[src/rtl/remap_lock_pkg.sv]
package remap_lock_pkg;

    localparam int CTL_W = 8;
    localparam logic [CTL_W-1:0] KEY_FIRST  = 8'h46;
    localparam logic [CTL_W-1:0] KEY_SECOND = 8'h57;
    localparam int LOCK_POS = 6;

    typedef enum logic [1:0] {
        SEQ_IDLE = 2'd0,
        SEQ_HALF = 2'd1,
        SEQ_OPEN = 2'd2
    } seq_state_t;

    typedef struct packed {
        logic             we;
        logic [CTL_W-1:0] data;
    } ctl_wr_t;

    // Reset value of bank register idx
    function automatic int reg_default(input int base, input int idx);
        return base + 3 * idx;
    endfunction

    // Lock value after an authorized lock write
    function automatic logic lock_next(input logic cur, input logic req, input logic one_way);
        return (one_way && cur) ? 1'b1 : req;
    endfunction

endpackage

[src/rtl/remap_key_seq.sv]
module remap_key_seq
    import remap_lock_pkg::*;
(
    input  logic    clk,
    input  logic    rst,
    input  ctl_wr_t ctl,
    input  logic    one_way,
    output logic    lock_q
);
    seq_state_t state_q, state_d;
    logic       lock_d;
    logic       lock_wr;

    always_comb begin
        state_d = SEQ_IDLE;
        lock_wr = 1'b0;
        unique case (state_q)
            SEQ_IDLE: state_d = (ctl.we && ctl.data == KEY_FIRST)  ? SEQ_HALF : SEQ_IDLE;
            SEQ_HALF: state_d = (ctl.we && ctl.data == KEY_SECOND) ? SEQ_OPEN : SEQ_IDLE;
            SEQ_OPEN: begin
                lock_wr = ctl.we;
                state_d = SEQ_IDLE;
            end
            default:  state_d = SEQ_IDLE;
        endcase
        lock_d = lock_wr ? lock_next(lock_q, ctl.data[LOCK_POS], one_way) : lock_q;
    end

    always_ff @(posedge clk) begin
        if (rst) begin
            state_q <= SEQ_IDLE;
            lock_q  <= 1'b0;
        end else begin
            state_q <= state_d;
            lock_q  <= lock_d;
        end
    end
endmodule

[src/rtl/remap_reg_bank.sv]
module remap_reg_bank
    import remap_lock_pkg::*;
#(
    parameter int NUM_REGS = 4,
    parameter int REG_W    = 8,
    parameter int DEF_BASE = 32,
    localparam int AW      = (NUM_REGS > 1) ? $clog2(NUM_REGS) : 1,
    localparam int QW      = NUM_REGS * REG_W
)(
    input  logic             clk,
    input  logic             rst,
    input  logic             wr_en,
    input  logic [AW-1:0]    wr_addr,
    input  logic [REG_W-1:0] wr_data,
    input  logic             flt_en,
    input  logic [AW-1:0]    flt_addr,
    input  logic [REG_W-1:0] flt_mask,
    output logic [QW-1:0]    live_flat,
    output logic [QW-1:0]    shadow_flat
);
    for (genvar i = 0; i < NUM_REGS; i++) begin : g_reg
        localparam logic [REG_W-1:0] DEF_VAL = REG_W'(reg_default(DEF_BASE, i));
        logic [REG_W-1:0] live_q, shad_q;
        logic             hit_wr, hit_flt;
        logic [REG_W-1:0] flip;

        always_comb begin
            hit_wr  = wr_en  && (wr_addr  == AW'(i));
            hit_flt = flt_en && (flt_addr == AW'(i));
            flip    = hit_flt ? flt_mask : '0;
        end

        always_ff @(posedge clk) begin
            if (rst) begin
                live_q <= DEF_VAL;
                shad_q <= DEF_VAL;
            end else if (hit_wr) begin
                live_q <= wr_data ^ flip;
                shad_q <= wr_data;
            end else begin
                live_q <= live_q ^ flip;
            end
        end

        assign live_flat[i*REG_W +: REG_W]   = live_q;
        assign shadow_flat[i*REG_W +: REG_W] = shad_q;
    end
endmodule

[src/rtl/remap_shadow_cmp.sv]
module remap_shadow_cmp #(
    parameter int NUM_REGS = 4,
    parameter int REG_W    = 8,
    localparam int QW      = NUM_REGS * REG_W
)(
    input  logic          clk,
    input  logic          rst,
    input  logic [QW-1:0] live_flat,
    input  logic [QW-1:0] shadow_flat,
    output logic          req_q
);
    logic [NUM_REGS-1:0] diff;

    for (genvar i = 0; i < NUM_REGS; i++) begin : g_cmp
        assign diff[i] = live_flat[i*REG_W +: REG_W] != shadow_flat[i*REG_W +: REG_W];
    end

    always_ff @(posedge clk) begin
        if (rst) req_q <= 1'b0;
        else     req_q <= req_q | (|diff);
    end
endmodule

[src/rtl/remap_lock_unit.sv]
module remap_lock_unit
    import remap_lock_pkg::*;
#(
    parameter int NUM_REGS = 4,
    parameter int REG_W    = 8,
    parameter int DEF_BASE = 32,
    localparam int AW      = (NUM_REGS > 1) ? $clog2(NUM_REGS) : 1,
    localparam int QW      = NUM_REGS * REG_W
)(
    input  logic             clk,
    input  logic             rst,
    input  logic             one_way_cfg,
    input  logic             ctl_we,
    input  logic [7:0]       ctl_wdata,
    input  logic             bank_we,
    input  logic [AW-1:0]    bank_addr,
    input  logic [REG_W-1:0] bank_wdata,
    input  logic             fault_we,
    input  logic [AW-1:0]    fault_addr,
    input  logic [REG_W-1:0] fault_mask,
    output logic             lock_o,
    output logic [QW-1:0]    bank_q,
    output logic             mismatch_rst_o
);
    ctl_wr_t       ctl;
    logic          lock_q;
    logic          wr_ok;
    logic [QW-1:0] live_flat, shadow_flat;

    assign ctl.we   = ctl_we;
    assign ctl.data = ctl_wdata;
    assign wr_ok    = bank_we && !lock_q;

    remap_key_seq u_seq (
        .clk     (clk),
        .rst     (rst),
        .ctl     (ctl),
        .one_way (one_way_cfg),
        .lock_q  (lock_q)
    );

    remap_reg_bank #(
        .NUM_REGS (NUM_REGS),
        .REG_W    (REG_W),
        .DEF_BASE (DEF_BASE)
    ) u_bank (
        .clk         (clk),
        .rst         (rst),
        .wr_en       (wr_ok),
        .wr_addr     (bank_addr),
        .wr_data     (bank_wdata),
        .flt_en      (fault_we),
        .flt_addr    (fault_addr),
        .flt_mask    (fault_mask),
        .live_flat   (live_flat),
        .shadow_flat (shadow_flat)
    );

    remap_shadow_cmp #(
        .NUM_REGS (NUM_REGS),
        .REG_W    (REG_W)
    ) u_cmp (
        .clk         (clk),
        .rst         (rst),
        .live_flat   (live_flat),
        .shadow_flat (shadow_flat),
        .req_q       (mismatch_rst_o)
    );

    assign lock_o = lock_q;
    assign bank_q = live_flat;
endmodule

[config.mk]
export PLATFORM = sky130hd
export DESIGN_NAME = remap_lock_unit
export DESIGN_NICKNAME = d
export VERILOG_FILES = /design/src/rtl/remap_lock_pkg.sv /design/src/rtl/remap_key_seq.sv /design/src/rtl/remap_reg_bank.sv /design/src/rtl/remap_shadow_cmp.sv /design/src/rtl/remap_lock_unit.sv
export SDC_FILE = /design/constraint.sdc
export NUM_CORES = 1
export LEC_CHECK = 0
export ABC_AREA = 1
export BUFFER_PORTS_ARGS = -buffer_cell sky130_fd_sc_hd__buf_2
export CORE_MARGIN = 4
export CORE_UTILIZATION = 35
export CTS_CLUSTER_DIAMETER = 100
export CTS_CLUSTER_SIZE = 25
export DETAILED_ROUTE_END_ITERATION = 10
export MAX_ROUTING_LAYER = met4
export PLACE_DENSITY = 0.65
export SETUP_SLACK_MARGIN = 0.02
export SYNTH_ARGS = -nofsm -noshare
export SYNTH_HDL_FRONTEND = slang
export SYNTH_HIERARCHICAL = 1
export SYNTH_SLANG_ARGS = --single-unit
[constraint.sdc]
create_clock -name clk -period 3.2 [get_ports clk]
set_input_delay 0.64 -clock clk [delete_from_list [all_inputs] [get_ports clk]]
set_output_delay 0.64 -clock clk [all_outputs]
set_load 0.01 [all_outputs]
==> flow_summary.toml, run 1 <==
[outcome]
status = "finished clean"

[run]
cap_violations = 0

[route]
via_per_inst = 5.005
routedWlPerCell_um = 14.04
detail_route.iter0.violations = 325
routed-via-count = 3884
routed_wirelength_um = 10900
antenna_left = 0
dr_pass1_iterations = 5
detail_route.drc_violations = 0

[critical_path]
timing.critical_path.to_type = "primary output"
cp_data_required_time_ns = 2.56
setup.reg_to_reg.worst_slack_ns = 1.63
worst-endpoint-arrival_ns = 0.96
crit_start_category = "flop"
critical_path_class = "reg2out"
worst-r2r-cell-count = 7
critical_path.reg2reg.startpoint = "u_seq/lock_q"
critPathMaxStageDelay_ns = 0.44
critPathBufInv = 1
timing.critical_path.cells = "buf_2"
r2r_end = "u_bank/g_reg[3].live_q[0]"
slowest_stage = "sky130_fd_sc_hd__dfxtp_1"
timing.critical_path.fanout_max = 3
launching_instance_or_port_of_the_critical_path = "u_bank/g_reg[0].live_q[6]"
critPathTopFamily = "flip-flops"

[min_path]
hold-path-cell-count = 2
hold_class = "reg2reg"
min_delay_src = "u_bank/g_reg[0].shad_q[0]"
min_delay_worst_endpoint = "u_bank/g_reg[0].shad_q[0]"

[clocking]
cts_buffer_depth = 2
htreeDepth = 3
hold_buffers = 0
cts_tree = "built"
cts.reportedPaths.clkPinSlew_ns = 0.07
cts_root_buf = "sky130_fd_sc_hd__clkbuf_8"
numCtsBuffers = 9
cts.sink_count = 68
clock_insertion_delay_worst_skew_ns = 0.35
post_cts.resized_instances = 0
cts.repair_timing.setup_buffer_count = 0

[logic_synthesis]
synth.area.top_cells = "sky130_fd_sc_hd__dfxtp_1, sky130_fd_sc_hd__nand2_1, sky130_fd_sc_hd__nand3_1, sky130_fd_sc_hd__nand4_1, sky130_fd_sc_hd__nor2_1"
yosys.area_share.simple_pct = 43.89
yosys_warnings = 6
flip_flop_and_latch_count_after_synthesis = 68
netlist-cell-type-count = 25
synth-seq-area-share_pct = 36.45
synth_fa_ha_area_share_pct = 0
synth_nets = 610
synth_area_per_cell_um2 = 6.484
netlist_area_um2 = 3735
synth_compound_area_share_pct = 7.236
synth_largest_area_cell = "sky130_fd_sc_hd__dfxtp_1"
synth.mux.area_fraction_pct = 0
synth.top_cell.area_share_pct = 36.45
post_synth_inst_count = 576
synth_top_family_by_area = "simple AND/OR/NAND/NOR gates"
yosys.area_share.xor_xnor_pct = 1.642

[timing]
fin_crit_sh_pct = 50.05
finalWorstPathRequiredPeriod_ns = 1.602
rsz0062_at_grt = "false"
fin_worst_skew_ns = 0.006066
finalHoldViolations = 0
final-setup-viol-count = 0
timing.setup.tns_ns = 0
fmax_mhz = 624.3
worst_pin_slew_ns = 0.5933
slew_viol_final = 0
slew_headroom_pct = 60.45

[floorplan]
coreArea_um2 = 10370
dieArea_um2 = 12390
initial_utilization_pct = 36.02
die_height_um = 111.3
core.rowCount = 37
io_pins = 68
die_width_um = 111.3

[layout]
mostFrequentLayoutCell = "sky130_fd_sc_hd__nand2_1"
layout.cells.most_common_list = "sky130_fd_sc_hd__nand2_1, sky130_fd_sc_hd__nand3_1, sky130_fd_sc_hd__dfxtp_1, sky130_fd_sc_hd__buf_2, sky130_fd_sc_hd__nor2_1"
filler_cell_count = 1141
area_growth_pct = 15.64
finalNetCount = 668
final_layout_size_suffix_gt1_share_pct = 15.02

[grt]
gr-usage-all-layers_pct = 18.24
grt_overflow = 0
global_route_wire_length_before_repair_um = 17910
number_of_global_route_vias_before_repair = 3602
grt_antenna_before_repair = 1
maximum_number_of_pins_on_one_net_before_global_route_repair = 37

[pwr]
cellLeakagePower_nw = 2.105
power.density_nw_per_um2 = 471.8
irDropWorstVdd_mv = 0.1610
finalPower_mw = 2.038

[place]
finalWeightedCongestion = 0.8596
portBuffers = 67
place.detailed.hpwl_um = 8019
logic make-up after synthesis:
logic type             count (synthesis)
AND/OR/NAND/NOR                      360
flip-flops                            68
buffers and inverters                 87
XOR/XNOR                               7
AO/OA/AOI/OAI                         54
sequential cells by signal (all words and copies together) (netlist names):
name             flops
u_seq/lock_q         1
u_cmp/req_q          1
u_seq/state_q        2
u_bank/g.live_q     32
u_bank/g.shad_q     32
cell usage after synthesis:
cell                       number
sky130_fd_sc_hd__a21oi_1       45
sky130_fd_sc_hd__buf_2          8
sky130_fd_sc_hd__buf_4          3
sky130_fd_sc_hd__buf_6          6
sky130_fd_sc_hd__clkbuf_1       5
sky130_fd_sc_hd__clkbuf_8       1
sky130_fd_sc_hd__clkinv_1       1
sky130_fd_sc_hd__dfxtp_1       68
sky130_fd_sc_hd__inv_1         61
sky130_fd_sc_hd__inv_2          2
sky130_fd_sc_hd__nand2_1      167
sky130_fd_sc_hd__nand2_2        1
sky130_fd_sc_hd__nand2_4        2
sky130_fd_sc_hd__nand3_1       75
sky130_fd_sc_hd__nand3_4        3
sky130_fd_sc_hd__nand4_1       42
sky130_fd_sc_hd__nor2_1        66
sky130_fd_sc_hd__nor2_2         1
sky130_fd_sc_hd__nor2_8         1
sky130_fd_sc_hd__nor3b_2        1
sky130_fd_sc_hd__o21ai_0        7
sky130_fd_sc_hd__o21ai_1        2
sky130_fd_sc_hd__or2_0          1
sky130_fd_sc_hd__xnor2_1        4
sky130_fd_sc_hd__xor2_1         3
where the power goes:
group / internal, mW / leakage [nW] / switching, mW
Clock: 0.456 / 0.113 / 0.327
Combinational: 0.113 / 1.44 / 0.217
Sequential: 0.888 / 0.556 / 0.0365
Total: 1.46 / 2.11 / 0.581
per-stage QoR:
step                      std cells  cell area [um2]  hold WS [ns]  util (%)  setup slack [ns]
after floorplan                 576             3735        0.4289         -             1.654
after global placement          759             4100        0.4395     39.54             1.297
after detailed placement        759             4100        0.4532     39.54             1.262
after CTS                       775             4317        0.4636     41.63             1.576
after global routing            776             4319        0.4910     41.65             1.489
final                           776             4319        0.4621     41.65             1.598
metal layers:
metal  global-route usage (%)  part of all wire, %
met5                        -                    0
met2                    27.78                   46
met3                    2.511                  5.3
met4                    9.084                  3.0
met1                    23.73                   46
cell type report:
| class | count | area, um2 | share of cell area, % |
|---|---|---|---|
| clock inverters | 5 | 75.07 | 1.738 |
| diodes | 1 | 2.502 | 0.05794 |
| repair buffers | 70 | 357.8 | 8.285 |
| inverters | 64 | 240.2 | 5.562 |
| well taps | 136 | 170.2 | 3.940 |
| clock buffers | 11 | 141.4 | 3.273 |
| multi-input cells | 421 | 1971 | 45.63 |
| flip-flops and latches | 68 | 1361 | 31.52 |
worst reg2reg max path: stages (launching register included):
cell and delay, ns:
sky130_fd_sc_hd__dfxtp_1 0.34, sky130_fd_sc_hd__nor2_2 0.10, sky130_fd_sc_hd__buf_4 0.37, sky130_fd_sc_hd__nand3_4 0.27, sky130_fd_sc_hd__nand2_1 0.15, sky130_fd_sc_hd__nand2_1 0.06, sky130_fd_sc_hd__o21ai_0 0.07, sky130_fd_sc_hd__nand3_1 0.08
worst max-delay path by stage:
stage | to | slack, ns | depth (start not counted)
6_report | bank_q[6] | 1.60 | 1
3_5_place_dp | u_bank/g_reg[3].live_q[0] | 1.26 | 9
3_3_place_gp | u_bank/g_reg[3].live_q[0] | 1.30 | 9
4_1_cts | bank_q[6] | 1.58 | 1
2_1_floorplan | u_bank/g_reg[1].live_q[0] | 1.65 | 7
5_1_grt | u_bank/g_reg[3].live_q[3] | 1.49 | 9
(Power assumes the default switching activity.)
==> inputs of run 2 (changes only) <==
- clock period: 3.2 -> 1.6 ns (I/O delays scaled with it)
==> flow_summary.toml, run 2 (synthesis results as in run 1) <==
[outcome]
status = "finished clean"

[floorplan]
core.rowCount = 37
dieArea_um2 = 12390
coreArea_um2 = 10370
die_width_um = 111.3
initial_utilization_pct = 36.02
io_pins = 68
die_height_um = 111.3

[critical_path]
worst-r2r-cell-count = 7
setup.reg_to_reg.worst_slack_ns = 0.20
timing.critical_path.fanout_max = 36
worst-endpoint-arrival_ns = 1.62
crit_start_category = "flop"
cp_data_required_time_ns = 1.83
critical_path_class = "reg2reg"
r2r_end = "u_bank/g_reg[3].live_q[5]"
critPathMostFrequentCell = "sky130_fd_sc_hd__nand2_1"
slowest_stage = "sky130_fd_sc_hd__dfxtp_1"
critical_path.reg2reg.startpoint = "u_seq/lock_q"
critPathMaxStageDelay_ns = 0.34
timing.critical_path.cells = "nor2_2 -> buf_12 -> nand3_4 -> nand2_1 -> nand2_1 -> o21ai_0 -> nand3_1"
timing.critical_path.to_type = "flop"

[place]
finalWeightedCongestion = 0.9420
portBuffers = 67
post-place-ws_ns = 0.1326
place.detailed.hpwl_um = 8228
post-place-cells = 766

[pwr]
cellLeakagePower_nw = 2.144
power.density_nw_per_um2 = 905.8
irDropWorstVdd_mv = 0.3243

[clocking]
htreeDepth = 3
clock_insertion_delay_worst_skew_ns = 0.34
cts_root_buf = "sky130_fd_sc_hd__clkbuf_8"
cts.reportedPaths.clkPinSlew_ns = 0.07
cts.sink_count = 68
cts.repair_timing.setup_buffer_count = 0
numCtsBuffers = 9
cts_buffer_depth = 2
cts_tree = "built"
hold_buffers = 0
post_cts.resized_instances = 0

[timing]
rsz0062_at_grt = "false"
fin_worst_skew_ns = 0.004497
finalHoldViolations = 0
timing.setup.tns_ns = 0
slew_viol_final = 0
slew_headroom_pct = 73.26
fin_crit_sh_pct = 87.41
worst_pin_slew_ns = 0.4011
timing.final.ws_setup_ns = 0.2015
final-setup-viol-count = 0
fmax_mhz = 715.0
hold_ws_ns = 0.2347
finalWorstPathRequiredPeriod_ns = 1.399

[run]
cap_violations = 0

[layout]
area_growth_pct = 17.32
finalNetCount = 675
final_layout_size_suffix_gt1_share_pct = 16.10
fin_util_pct = 42.25
biggestRegsByFlops = "u_bank/g.live_q x32, u_bank/g.shad_q x32, u_seq/state_q x2"
post_layout_nonfiller_instances = 783
mostFrequentLayoutCell = "sky130_fd_sc_hd__nand2_1"
layout.cells.most_common_list = "sky130_fd_sc_hd__nand2_1, sky130_fd_sc_hd__nand3_1, sky130_fd_sc_hd__dfxtp_1, sky130_fd_sc_hd__buf_2, sky130_fd_sc_hd__nor2_1"

[grt]
maximum_number_of_pins_on_one_net_before_global_route_repair = 42
global_route_wire_length_before_repair_um = 17590
grt_antenna_before_repair = 1
grt_overflow = 0
gr-usage-all-layers_pct = 17.97
number_of_global_route_vias_before_repair = 3551

[route]
antenna_left = 0
routed-via-count = 3948
detail_route.drc_violations = 0
detail_route.iter0.violations = 308
dr_pass1_iterations = 7
via_per_inst = 5.042
routedWlPerCell_um = 13.89
routed_wirelength_um = 10880

[min_path]
min_delay_worst_endpoint = "u_seq/state_q[0]"
hold_class = "in2reg"
min_delay_src = "ctl_wdata[4]"
hold-path-cell-count = 4
-- run 2: final cells by class --
type,count,area [um2]
fill,1090,5988
multi-input combinational,421,1971
sequential,68,1361
timing repair buffer,77,435.4
inverter,64,240.2
tap,136,170.2
clock buffer,11,151.4
clock inverter,5,50.05
antenna,1,2.502
-- run 2: stage by stage --
step / power (mW) / instance area, um2
finish: 3.969 / 4382
global placement: 2.544 / 4178
detailed placement: 2.562 / 4178
global route: 4.182 / 4382
CTS: 4.011 / 4379
floorplan: 2.318 / 3735
-- run 2: power breakdown --
group,internal (mW),switching (mW)
clock,0.794,0.644
sequential,1.78,0.0702
combinational,0.245,0.440
-- run 2: critical path, delay by kind of cell (launching register included) --
family,cells,cell delay (ns)
compound gates,1,0.08
buf+inv,1,0.22
flops,1,0.34
simple gates,5,0.63
-- run 2: how the worst max path moves through the flow --
| stage | cells past startpoint | slack (ns) | from | end |
|---|---|---|---|---|
| after floorplan | 6 | 0.33 | u_seq/lock_q | u_bank/g_reg[1].live_q[0] |
| after CTS | 7 | 0.20 | u_seq/lock_q | u_bank/g_reg[3].live_q[5] |
| final | 7 | 0.20 | u_seq/lock_q | u_bank/g_reg[3].live_q[5] |
| after detailed placement | 9 | 0.13 | bank_we | u_bank/g_reg[3].live_q[5] |
| after global placement | 9 | 0.18 | bank_we | u_bank/g_reg[3].live_q[3] |
| after global routing | 7 | 0.06 | u_seq/lock_q | u_bank/g_reg[3].live_q[0] |
-- run 2: per-layer routing --
| metal | part of all wire (%) | wire (um) | global-route usage, % | up-vias |
|---|---|---|---|---|
| met2 | 46 | 4993 | 27.54 | 141 |
| met3 | 5.8 | 634 | 3.166 | 27 |
| met1 | 45 | 4914 | 22.85 | 1777 |
| met5 | 0 | 0 | - | - |
| met4 | 3.1 | 336 | 8.840 | 0 |
| li1 | - | - | - | 2003 |
==> inputs of run 3 (changes only) <==
- SETUP_SLACK_MARGIN: 0.02 -> 0.3
==> flow_summary.toml, run 3 (synthesis results as in run 1) <==
[outcome]
status = "finished clean"

[critical_path]
cp_data_required_time_ns = 1.84
crit_start_category = "flop"
critical_path_class = "reg2reg"
timing.critical_path.fanout_max = 5
timing.critical_path.to_type = "flop"
worst-endpoint-arrival_ns = 1.58

[layout]
final_layout_size_suffix_gt1_share_pct = 23.12
biggestRegsByFlops = "u_bank/g.live_q x32, u_bank/g.shad_q x32, u_seq/state_q x2"
layout.cells.most_common_list = "sky130_fd_sc_hd__nand2_1, sky130_fd_sc_hd__nand3_1, sky130_fd_sc_hd__buf_2, sky130_fd_sc_hd__nor2_1, sky130_fd_sc_hd__inv_1"
finalNetCount = 695
mostFrequentLayoutCell = "sky130_fd_sc_hd__nand2_1"
post_layout_nonfiller_instances = 803
filler_cell_count = 1067
fin_util_pct = 45.69
area_growth_pct = 26.87

[clocking]
cts_root_buf = "sky130_fd_sc_hd__clkbuf_8"
cts_tree = "built"
cts_buffer_depth = 2
hold_buffers = 0
cts.reportedPaths.clkPinSlew_ns = 0.08
htreeDepth = 3
clock_insertion_delay_worst_skew_ns = 0.34
numCtsBuffers = 9
cts.sink_count = 68

[place]
finalWeightedCongestion = 0.9420
post-place-cells = 766
portBuffers = 67
place.detailed.hpwl_um = 8228

[timing]
timing.setup.tns_ns = 0
slew_viol_final = 0
finalHoldViolations = 0
slew_headroom_pct = 66.91
fmax_mhz = 748.3
worst_pin_slew_ns = 0.4964
rsz0062_at_grt = "true"
final-setup-viol-count = 0
finalWorstPathRequiredPeriod_ns = 1.336
fin_crit_sh_pct = 83.53
fin_worst_skew_ns = 0.004617

[floorplan]
dieArea_um2 = 12390
die_height_um = 111.3
die_width_um = 111.3
initial_utilization_pct = 36.02
core.rowCount = 37
io_pins = 68
coreArea_um2 = 10370

[route]
routedWlPerCell_um = 14.59
detail_route.drc_violations = 0
routed_wirelength_um = 11710
dr_pass1_iterations = 5
via_per_inst = 5.186
routed-via-count = 4164
detail_route.iter0.violations = 399
antenna_left = 0

[pwr]
power.density_nw_per_um2 = 859.2
irDropWorstVdd_mv = 0.3278
cellLeakagePower_nw = 2.276

[run]
cap_violations = 0

[grt]
global_route_wire_length_before_repair_um = 18240
grt_antenna_before_repair = 1
maximum_number_of_pins_on_one_net_before_global_route_repair = 42
gr-usage-all-layers_pct = 18.64
number_of_global_route_vias_before_repair = 3657
grt_overflow = 0

[min_path]
hold_class = "in2reg"
## run 3: layer usage
metal | global-route usage (%) | share of wire [%] | vias up | routed length (um)
li1 | - | - | 2061 | -
met4 | 9.570 | 3.4 | 0 | 401
met1 | 23.85 | 45 | 1892 | 5243
met2 | 28.27 | 45 | 181 | 5307
met3 | 3.166 | 6.5 | 30 | 760
met5 | - | 0 | - | 0
## run 3: final cells by class
cell class	instances	area (um2)	share of cell area, %
Timing Repair Buffer	94	665.6	14.05
Antenna cell	1	2.502	0.05281
Inverter	64	240.2	5.070
Sequential cell	68	1385	29.23
Clock buffer	11	151.4	3.195
Clock inverter	5	50.05	1.056
Tap cell	136	170.2	3.591
Multi-Input combinational cell	424	2073	43.76
## run 3: critical path: stages, from the launching register on
cell and delay, ns:
sky130_fd_sc_hd__dfxtp_4 0.35, sky130_fd_sc_hd__nor2_4 0.16, sky130_fd_sc_hd__buf_6 0.14, sky130_fd_sc_hd__clkbuf_16 0.13
sky130_fd_sc_hd__nand4_1 0.18, sky130_fd_sc_hd__a21oi_1 0.21, sky130_fd_sc_hd__nor2_1 0.06
## run 3: metrics by stage
stage	cell area (um2)	hold slack [ns]	worst slack (ns)	total power, mW
2_1_floorplan	3735	0.3891	0.3332	2.318
3_3_place_gp	4178	0.4407	0.1834	2.544
3_5_place_dp	4178	0.4437	0.1326	2.562
4_1_cts	4489	0.2171	0.3087	4.041
5_1_grt	4738	0.2311	0.1931	4.278
6_report	4738	0.2313	0.2636	4.071
## run 3: path summary, 6_finish.rpt
kind,startpoint,end,slack [ns],cells after the start
worst max register to register,u_seq/lock_q,u_bank/g_reg[1].live_q[7],0.26,6
worst min-delay path,ctl_wdata[4],u_seq/state_q[0],0.23,4
worst max-delay path,u_seq/lock_q,u_bank/g_reg[1].live_q[7],0.26,6
worst min register to register,u_bank/g_reg[2].shad_q[5],u_bank/g_reg[2].shad_q[5],0.46,2
## run 3: what timing repair did
action                                  CTS  global route
endpoints found under the setup margin   24            38
resized for setup                         2            37
cloned                                    3             5
pin swaps                                 2            46
buffers inserted                          6             6
## run 3: where the power goes
| group | total, mW | switching, mW | internal, mW |
|---|---|---|---|
| Combinational | 0.779 | 0.482 | 0.297 |
| Sequential | 1.85 | 0.0706 | 1.78 |
| Clock | 1.44 | 0.650 | 0.794 |
| Total | 4.07 | 1.20 | 2.87 |
